**config.mk**
```make
export PLATFORM = sky130hd
export DESIGN_NAME = scaled_fp_conv
export DESIGN_NICKNAME = d
export VERILOG_FILES = /design/src/rtl/sfc_pkg.sv /design/src/rtl/sfc_lead_one.sv /design/src/rtl/sfc_int_to_float.sv /design/src/rtl/sfc_float_to_int.sv /design/src/rtl/scaled_fp_conv.sv
export SDC_FILE = /design/constraint.sdc
export NUM_CORES = 1
export LEC_CHECK = 0
export BUFFER_PORTS_ARGS = -buffer_cell sky130_fd_sc_hd__buf_2
export CAP_MARGIN = 20
export CORE_AREA = 2 2 87 89
export CTS_BUF_LIST = sky130_fd_sc_hd__clkbuf_16
export DETAILED_ROUTE_END_ITERATION = 6
export DIE_AREA = 0 0 89 91
export HOLD_SLACK_MARGIN = 0.12
export PLACE_DENSITY = 0.81
export RECOVER_POWER = 100
export SLEW_MARGIN = 20
export SYNTH_ARGS = -nofsm -noshare
export SYNTH_HDL_FRONTEND = slang
export SYNTH_HIERARCHICAL = 1
export SYNTH_SLANG_ARGS = --single-unit
```
**constraint.sdc**
```tcl
create_clock -name clk -period 4.1 [get_ports clk]
set_input_delay 0.41 -clock clk [delete_from_list [all_inputs] [get_ports clk]]
set_output_delay 0.41 -clock clk [all_outputs]
set_load 0.05 [all_outputs]
```
**src/rtl/sfc_pkg.sv**
```systemverilog
`timescale 1ns/1ps
package sfc_pkg;
  localparam int FP_EXP_W  = 8;
  localparam int FP_MANT_W = 9;
  localparam int FP_BIAS   = 128;
  localparam int FP_W      = 1 + FP_EXP_W + FP_MANT_W;

  typedef struct packed {
    logic                 sign;
    logic [FP_EXP_W-1:0]  exp;
    logic [FP_MANT_W-1:0] mant;
  } sfc_float_t;
endpackage

```
**src/rtl/sfc_lead_one.sv**
```systemverilog
`timescale 1ns/1ps
// Leading-one locator: reports how far the highest set bit sits below the MSB.
module sfc_lead_one #(
  parameter int W = 9,
  localparam int LZ_W = $clog2(W + 1)
) (
  input  logic [W-1:0]    vec,
  output logic [LZ_W-1:0] lz,
  output logic            all_zero
);
  always_comb begin
    lz = '0;
    for (int i = 0; i < W; i++) begin
      if (vec[i]) lz = LZ_W'(W - 1 - i);
    end
  end

  assign all_zero = ~|vec;
endmodule

```
**src/rtl/sfc_int_to_float.sv**
```systemverilog
`timescale 1ns/1ps
module sfc_int_to_float
  import sfc_pkg::*;
#(
  parameter int INT_W   = 10,
  parameter int SCALE_W = 8
) (
  input  logic [INT_W-1:0]   int_val,
  input  logic [SCALE_W-1:0] scale,
  output sfc_float_t         fl
);
  localparam int MAG_W = INT_W - 1;
  localparam int LZ_W  = $clog2(MAG_W + 1);

  logic                 neg;
  logic [INT_W-1:0]     abs_full;
  logic [MAG_W-1:0]     mag;
  logic [MAG_W-1:0]     norm;
  logic [LZ_W-1:0]      lz;
  logic                 is_zero;
  logic [FP_MANT_W-1:0] mant;
  logic [FP_EXP_W-1:0]  exp_val;

  assign neg      = int_val[INT_W-1];
  assign abs_full = neg ? (~int_val + 1'b1) : int_val;
  // the most negative code has no 9-bit magnitude; clamp to all ones
  assign mag      = abs_full[INT_W-1] ? '1 : abs_full[MAG_W-1:0];

  sfc_lead_one #(.W(MAG_W)) u_lead (
    .vec      (mag),
    .lz       (lz),
    .all_zero (is_zero)
  );

  assign norm = mag << lz;

  generate
    if (FP_MANT_W >= MAG_W) begin : g_widen
      assign mant = FP_MANT_W'(norm) << (FP_MANT_W - MAG_W);
    end else begin : g_narrow
      assign mant = norm[MAG_W-1 -: FP_MANT_W];
    end
  endgenerate

  // only the low exponent bits are kept, so modular arithmetic at the
  // field width gives the same bits as a wider sum
  assign exp_val = FP_EXP_W'(FP_BIAS + MAG_W) - FP_EXP_W'(lz)
                 + FP_EXP_W'({{(32-SCALE_W){scale[SCALE_W-1]}}, scale});


  assign fl = is_zero ? '0 : '{sign: neg, exp: exp_val, mant: mant};
endmodule

```
**src/rtl/sfc_float_to_int.sv**
```systemverilog
`timescale 1ns/1ps
module sfc_float_to_int
  import sfc_pkg::*;
#(
  parameter int INT_W   = 10,
  parameter int SCALE_W = 8
) (
  input  sfc_float_t         fl,
  input  logic [SCALE_W-1:0] scale,
  output logic [INT_W-1:0]   int_val
);
  localparam int MAG_W  = INT_W - 1;
  localparam int CALC_W = FP_EXP_W + 2;

  logic signed [CALC_W-1:0] sh;
  logic [CALC_W-1:0]        lsh;
  logic [MAG_W-1:0]         mag;
  logic [INT_W-1:0]         mag_ext;

  // right-shift count from exponent and scale, kept at 10 bits signed
  assign sh = $signed(CALC_W'(FP_BIAS + FP_MANT_W))
            + $signed({{(CALC_W-SCALE_W){scale[SCALE_W-1]}}, scale})
            - $signed({{(CALC_W-FP_EXP_W){1'b0}}, fl.exp});
  assign lsh = CALC_W'(-sh);

  always_comb begin
    if (sh > 0) begin
      mag = MAG_W'(fl.mant >> CALC_W'(sh));   // truncating, 0 when >= 9
    end else begin
      mag = MAG_W'(fl.mant) << lsh;          // wraps, no overflow check
    end
  end

  assign mag_ext = {1'b0, mag};

  assign int_val = fl.sign ? (~mag_ext + 1'b1) : mag_ext;
endmodule

```
**src/rtl/scaled_fp_conv.sv**
```systemverilog
`timescale 1ns/1ps
module scaled_fp_conv
  import sfc_pkg::*;
#(
  parameter int INT_W   = 10,
  parameter int SCALE_W = 8
) (
  input  logic               clk,
  input  logic               rst,
  input  logic [INT_W-1:0]   int_in,
  input  logic [SCALE_W-1:0] int_scale,
  output logic [FP_W-1:0]    float_out,
  input  logic [FP_W-1:0]    float_in,
  input  logic [SCALE_W-1:0] float_scale,
  output logic [INT_W-1:0]   int_out
);
  sfc_float_t       fl_next;
  logic [INT_W-1:0] int_next;

  sfc_int_to_float #(.INT_W(INT_W), .SCALE_W(SCALE_W)) u_i2f (
    .int_val (int_in),
    .scale   (int_scale),
    .fl      (fl_next)
  );

  sfc_float_to_int #(.INT_W(INT_W), .SCALE_W(SCALE_W)) u_f2i (
    .fl      (sfc_float_t'(float_in)),
    .scale   (float_scale),
    .int_val (int_next)
  );

  // one register stage per path
  always_ff @(posedge clk) begin
    if (rst) begin
      float_out <= '0;
      int_out   <= '0;
    end else begin
      float_out <= fl_next;
      int_out   <= int_next;
    end
  end
endmodule

```
Word-level counts from Yosys, hierarchy flattened
Index checks and enable logic that the tools add are counted.
{ "totals": {"inputBits": 46, "out_inout_bits": 28, "ff_bits": 28} }
{ "classes": {"magnitude_cmp": 1, "bitwise_logic": 4, "n_addsub": 7, "shift": 3, "reduce_logical": 3, "mux": 13} }
{ "ops": {"columns": ["operator", "n"], "rows": [
  ["4-bit two-way mux", 9],
  ["9-bit two-way mux", 3],
  ["10-bit by 1-bit adder with 10-bit output, second input constant", 2],
  ["9-bit by 8-bit adder with 10-bit output, first input constant", 1],
  ["10-bit by 1-bit > comparator with 1-bit output, second input constant", 1],
  ["10-bit two-way mux", 1],
  ["10-bit negation", 1],
  ["10-bit inverter", 1],
  ["9-bit inverter with 10-bit output", 1],
  ["9-bit by 10-bit << shifter with 9-bit output", 1],
  ["9-bit by 10-bit >> shifter with 9-bit output", 1],
  ["10-bit by 9-bit subtractor with 10-bit output", 1],
  ["9-bit OR reduction", 1],
  ["9-bit by 4-bit << shifter with 9-bit output", 1],
  ["8-bit adder", 1],
  ["8-bit by 4-bit subtractor with 8-bit output, first input constant", 1],
  ["2-bit OR reduction", 2],
  ["1-bit inverter", 2]
]} }

Depth between registers and ports, before layout
{ "logic_depth": {"ltp_word": 15, "depth_mapped": 22, "mapped_depth_nobuf": 21} }

Modules after synthesis
Netlist, hierarchy kept.
{ "modules_own_cells": {"columns": ["mod", "area_each_um2", "n_inst", "cells_per_inst", "seq_area_each_um2"], "rows": [
  ["sfc_float_to_int", 1614.0, 1, 210, 0.0],
  ["sfc_int_to_float", 1043.5, 1, 156, 0.0],
  ["scaled_fp_conv", 778.2, 1, 58, 560.5],
  ["sfc_lead_one", 98.8, 1, 16, 0.0]
]} }

Least setup slack after synthesis
No wires, ideal clock.
{ "synth_timing": {"kind": "input -> register", "startpoint": "input int_in[5]", "endpoint": "register float_out[16]", "t_arrival_ps": 4223, "required_ps": 3986, "stages": 19, "setup_slack_ps": -237, "path_cell_list": "nor4_4 > nand3_1 > or2_2 > a21oi_1 > a31oi_1 > o41ai_1 > inv_1 > clkbuf_1 > ha_1 > ha_1 > inv_1 > fa_1 > nor2b_1 > o21ai_0 > a21boi_0 > o21a_1 > o21ai_0 > o31ai_1 > nor2b_1"} }
{ "synth_via": {"word_cells_on_any_way": 18} }
{ "synth_rtl": {"columns": ["item", "line_no", "text"], "rows": [
  ["from (decl)", "scaled_fp_conv.sv:10", "input logic [INT_W-1:0] int_in,"],
  ["10-bit inverter", "sfc_int_to_float.sv:25", "assign abs_full = neg ? (~int_val + 1'b1) : int_val;"],
  ["10-bit by 1-bit adder with 10-bit output", "sfc_int_to_float.sv:25", null],
  ["10-bit two-way mux", "sfc_int_to_float.sv:25", null],
  ["9-bit two-way mux", "sfc_int_to_float.sv:27", "assign mag = abs_full[INT_W-1] ? '1 : abs_full[MAG_W-1:0];"],
  ["via u_i2f.mag[8]", "sfc_int_to_float.sv:17", "logic [MAG_W-1:0] mag;"],
  ["4-bit two-way mux", "sfc_lead_one.sv:14", "if (vec[i]) lz = LZ_W'(W - 1 - i);"],
  ["via u_i2f.lz[0]", "sfc_int_to_float.sv:19", "logic [LZ_W-1:0] lz;"],
  ["8-bit by 4-bit subtractor with 8-bit output", "sfc_int_to_float.sv:47", "assign exp_val = FP_EXP_W'(FP_BIAS + MAG_W) - FP_EXP_W'(lz)"],
  ["8-bit adder", "sfc_int_to_float.sv:48", "+ FP_EXP_W'({{(32-SCALE_W){scale[SCALE_W-1]}}, scale});"],
  ["to (signal assigned)", "scaled_fp_conv.sv:38", "float_out <= fl_next;"],
  ["to (decl)", "scaled_fp_conv.sv:12", "output logic [FP_W-1:0] float_out,"]
]} }
The timed path passes the listed nets, and every way through them passes these cells.
A chain may end at the register's enable or synchronous reset.

Worst setup path after layout
{ "layout_timing": {"startpoint": "input float_scale[1]", "endpoint": "register int_out[4]"} }
{ "layout_via": {"elab_chain_len": 8, "word_cells_on_any_way": 10} }
{ "layout_lines": {"columns": ["item", "line_no", "text"], "rows": [
  ["from (decl)", "scaled_fp_conv.sv:14", "input logic [SCALE_W-1:0] float_scale,"],
  ["9-bit by 8-bit adder with 10-bit output *", "sfc_float_to_int.sv:22", "+ $signed({{(CALC_W-SCALE_W){scale[SCALE_W-1]}}, scale})"],
  ["10-bit by 9-bit subtractor with 10-bit output *", "sfc_float_to_int.sv:23", "- $signed({{(CALC_W-FP_EXP_W){1'b0}}, fl.exp});"],
  ["10-bit negation", "sfc_float_to_int.sv:24", "assign lsh = CALC_W'(-sh);"],
  ["9-bit by 10-bit << shifter with 9-bit output", "sfc_float_to_int.sv:30", "mag = MAG_W'(fl.mant) << lsh;"],
  ["9-bit two-way mux *", "sfc_float_to_int.sv:27", "if (sh > 0) begin"],
  ["9-bit inverter with 10-bit output", "sfc_float_to_int.sv:36", "assign int_val = fl.sign ? (~mag_ext + 1'b1) : mag_ext;"],
  ["10-bit by 1-bit adder with 10-bit output", "sfc_float_to_int.sv:36", null],
  ["9-bit two-way mux *", "sfc_float_to_int.sv:36", null],
  ["via int_next[4]", "scaled_fp_conv.sv:18", "logic [INT_W-1:0] int_next;"],
  ["to (signal assigned)", "scaled_fp_conv.sv:39", "int_out <= int_next;"],
  ["to (decl)", "scaled_fp_conv.sv:15", "output logic [INT_W-1:0] int_out"]
]} }
Mark *: on every way through the listed nets, which the timed path passes. The rest lies on a longest branch.

==> flow_summary.json <==
{
  "outcome": "finished, final reports clean",
  "hp-class": "input pin to register",
  "cts_max_path_buffers": 2,
  "ys_seq_area_frac": 0.1586,
  "crit_type": "input pin to register",
  "dieArea_um2": 8099,
  "htreeDepth": 1,
  "final_core_util": 0.6096,
  "cap_violations": 0,
  "gp_congestion": 0.9235,
  "finalSetupViolations": 0,
  "critical_path.slowest_cell": "or4_4",
  "grt_util_all_layers": 0.2302,
  "slew_headroom": 0.5713,
  "ys_types": 74,
  "stdcell_area_um2": 4350,
  "cts_buffers": 3,
  "core_area_um2": 7137,
  "ant_nets": 0,
  "clk_pin_slew_worst_paths_ns": 0.07,
  "synth-main-ff-cell": "dfxtp_1",
  "path_buf_inv": 5,
  "cts_tree": "yes",
  "via_count": 3639,
  "grt_pass1_vias": 3532,
  "root_buffer": "clkbuf_16",
  "die-width_um": 89,
  "portBuffers": 73,
  "path_cells": "buf_2, inv_1, ha_1, inv_1, ha_2, fa_2, a21o_1, a211oi_2, buf_4, or2_2, mux2_2, or4_4, o21a_1, nor2_2, a21o_1, inv_1, ha_1, o221a_1, nor2b_4, a21oi_2, xnor2_1, and2b_2",
  "ys.warnings.count": 6,
  "syn-num-nets": 517,
  "power_mw": 1.297,
  "setup.worst_path.end_class": "register",
  "drt_iter0_drc": 239,
  "slew_viol_final": 0,
  "cp_num_cells": 22,
  "synth_area_um2": 3535,
  "synth-edff-count": 0,
  "row_count": 31,
  "drc": 0,
  "cp-start-kind": "input pin",
  "p_per_area_nw_per_um2": 298.0,
  "ys_ff_latch": 28,
  "vias_per_cell": 5.668,
  "place_area_um2": 4283,
  "holdPathEnd": "float_out[8]",
  "crit_start": "float_scale[1]",
  "fin_crit_ns": 3.878,
  "dr.pass1.iters": 4,
  "tightest_slew_ns": 0.6458,
  "p_leak_nw": 1.984,
  "hold_viol_final": 0,
  "critical_path.max_stage_delay_ns": 0.42,
  "antenna_found_initial": 0,
  "io_pins": 74,
  "die_h_um": 91,
  "hp-start": "rst",
  "drt_wl_total_um": 9287,
  "grt_max_degree": 29,
  "whs_path_depth": 2,
  "avgSynthCellArea_um2": 8.033,
  "n_antenna_cell": 0,
  "syn_to_final_growth_pct": 23.08,
  "min_period_over_period": 0.9459,
  "cp.arrival_ns": 4.04,
  "async_flop_share": 0,
  "dp_hpwl_um": 7550,
  "synth_cells": 440,
  "clock_sink_count": 28,
  "critPathMaxFanout": 3,
  "crit_required_ns": 4.26,
  "cpMostUsedCell": "inv_1",
  "peakVddDrop_mv": 0.1585,
  "grt_pass1_wl_um": 15530,
  "wl_per_cell_um": 14.47,
  "grt-ovfl-total": 0,
  "nets": 621,
  "fmax_ghz": 0.2578,
  "start_util": 0.4953,
  "crit_family": "simple AND/OR/NAND/NOR gates",
  "final_layout_size_suffix_gt1_frac": 0.2615
}
-- per-stage QoR --
step | setup TNS, ns | cells | worst slack [ns] | hold WS [ns]
5_1_grt | -0.02613 | 642 | -0.02058 | 0.6043
4_1_cts | 0 | 642 | 0.07558 | 0.5731
6_report | 0 | 642 | 0.2217 | 0.5720
2_1_floorplan | 0 | 440 | 0.01232 | 0.6012
3_3_place_gp | -0.02686 | 638 | -0.02686 | 0.8389
3_5_place_dp | -0.4615 | 638 | -0.1993 | 0.8413
-- timing repair --
action                     in CTS  in global routing
setup buffers                   0                  0
setup endpoints to repair       0                  4
hold buffers                    0                  0
resized for setup               0                  9
-- layer usage --
layer / track usage / vias to the layer above / routed length, µm
li1: - / 1804 / -
met1: 0.2854 / 1662 / 3801
met2: 0.4111 / 154 / 4770
met3: 0.02455 / 19 / 537
met4: 0.06841 / 0 / 177
met5: 0 / - / 0
-- sequential cells by signal (all words and copies together) (netlist names) --
name       count
float_out     18
int_out       10
-- cell type report --
class                      instances  area, µm²
multi-input combinational        355       2799
fill                             682       2786
timing repair buffer             114      630.6
sequential                        28      560.5
inverter                          42      157.7
tap                               99      123.9
clock buffer                       3      75.07
clock inverter                     1      3.754
-- cell usage in the layout, fill, tap and decap left out, types with 3 or more instances in the layout --
cell	count
clkbuf_16	3
a21o_1	7
inv_1	42
nor3_1	11
a211oi_1	5
mux2i_1	12
nand2b_1	4
nor3b_1	3
a211oi_2	3
xor2_1	8
a31oi_1	5
mux2_2	6
clkbuf_1	30
xnor2_1	9
buf_4	39
a21oi_1	22
o31ai_1	4
and2b_2	8
mux4_2	10
buf_2	45
nand2_1	22
nand3_1	13
ha_1	26
o21a_1	3
dfxtp_1	28
nor2_1	44
a22oi_1	3
or3_1	5
o22ai_1	3
o21ai_0	23
nor2b_1	31
-- worst max path at each step --
stage               slack (ns)             to
detailed placement       -0.20     int_out[4]
floorplan                 0.01  float_out[16]
finish                    0.22     int_out[4]
CTS                       0.08     int_out[4]
global route             -0.02  float_out[16]
global placement         -0.03     int_out[4]
-- power breakdown --
group | leakage [nW] | internal (mW) | switching [mW] | total [mW]
Sequential | 0.231 | 0.298 | 0.00742 | 0.305
Combinational | 1.71 | 0.314 | 0.455 | 0.769
Clock | 0.0385 | 0.131 | 0.0914 | 0.222
Total | 1.98 | 0.742 | 0.554 | 1.30
-- logic make-up after synthesis --
group / Yosys count / synth area share
compound gates: 109 / 0.2170
xor+xnor: 18 / 0.04460
fa+ha+maj: 31 / 0.1161
buf+inv: 57 / 0.06584
flops: 28 / 0.1586
mux: 28 / 0.1168
simple gates: 169 / 0.2811
-- Yosys cell counts, drive strengths merged, types with 6 or more instances --
cell type  count  area, µm²
nor2          45      168.9
inv           42      157.7
nor2b         33      214.0
dfxtp         28      560.5
ha            28      350.3
o21ai         25      136.4
a21oi         23      115.1
nand2         22      82.58
nand3         14      75.07
nor3          13      75.07
mux2i         12      120.1
mux4          10      225.2
xnor2          9      78.83
xor2           9      78.83
a211oi         8      65.06
and2b          8      70.07
buf            8      48.79
a21o           7      52.55
clkbuf         7      26.28
mux2           6      67.56
nor4           6      80.07
Power figures use the tool's default switching activity.
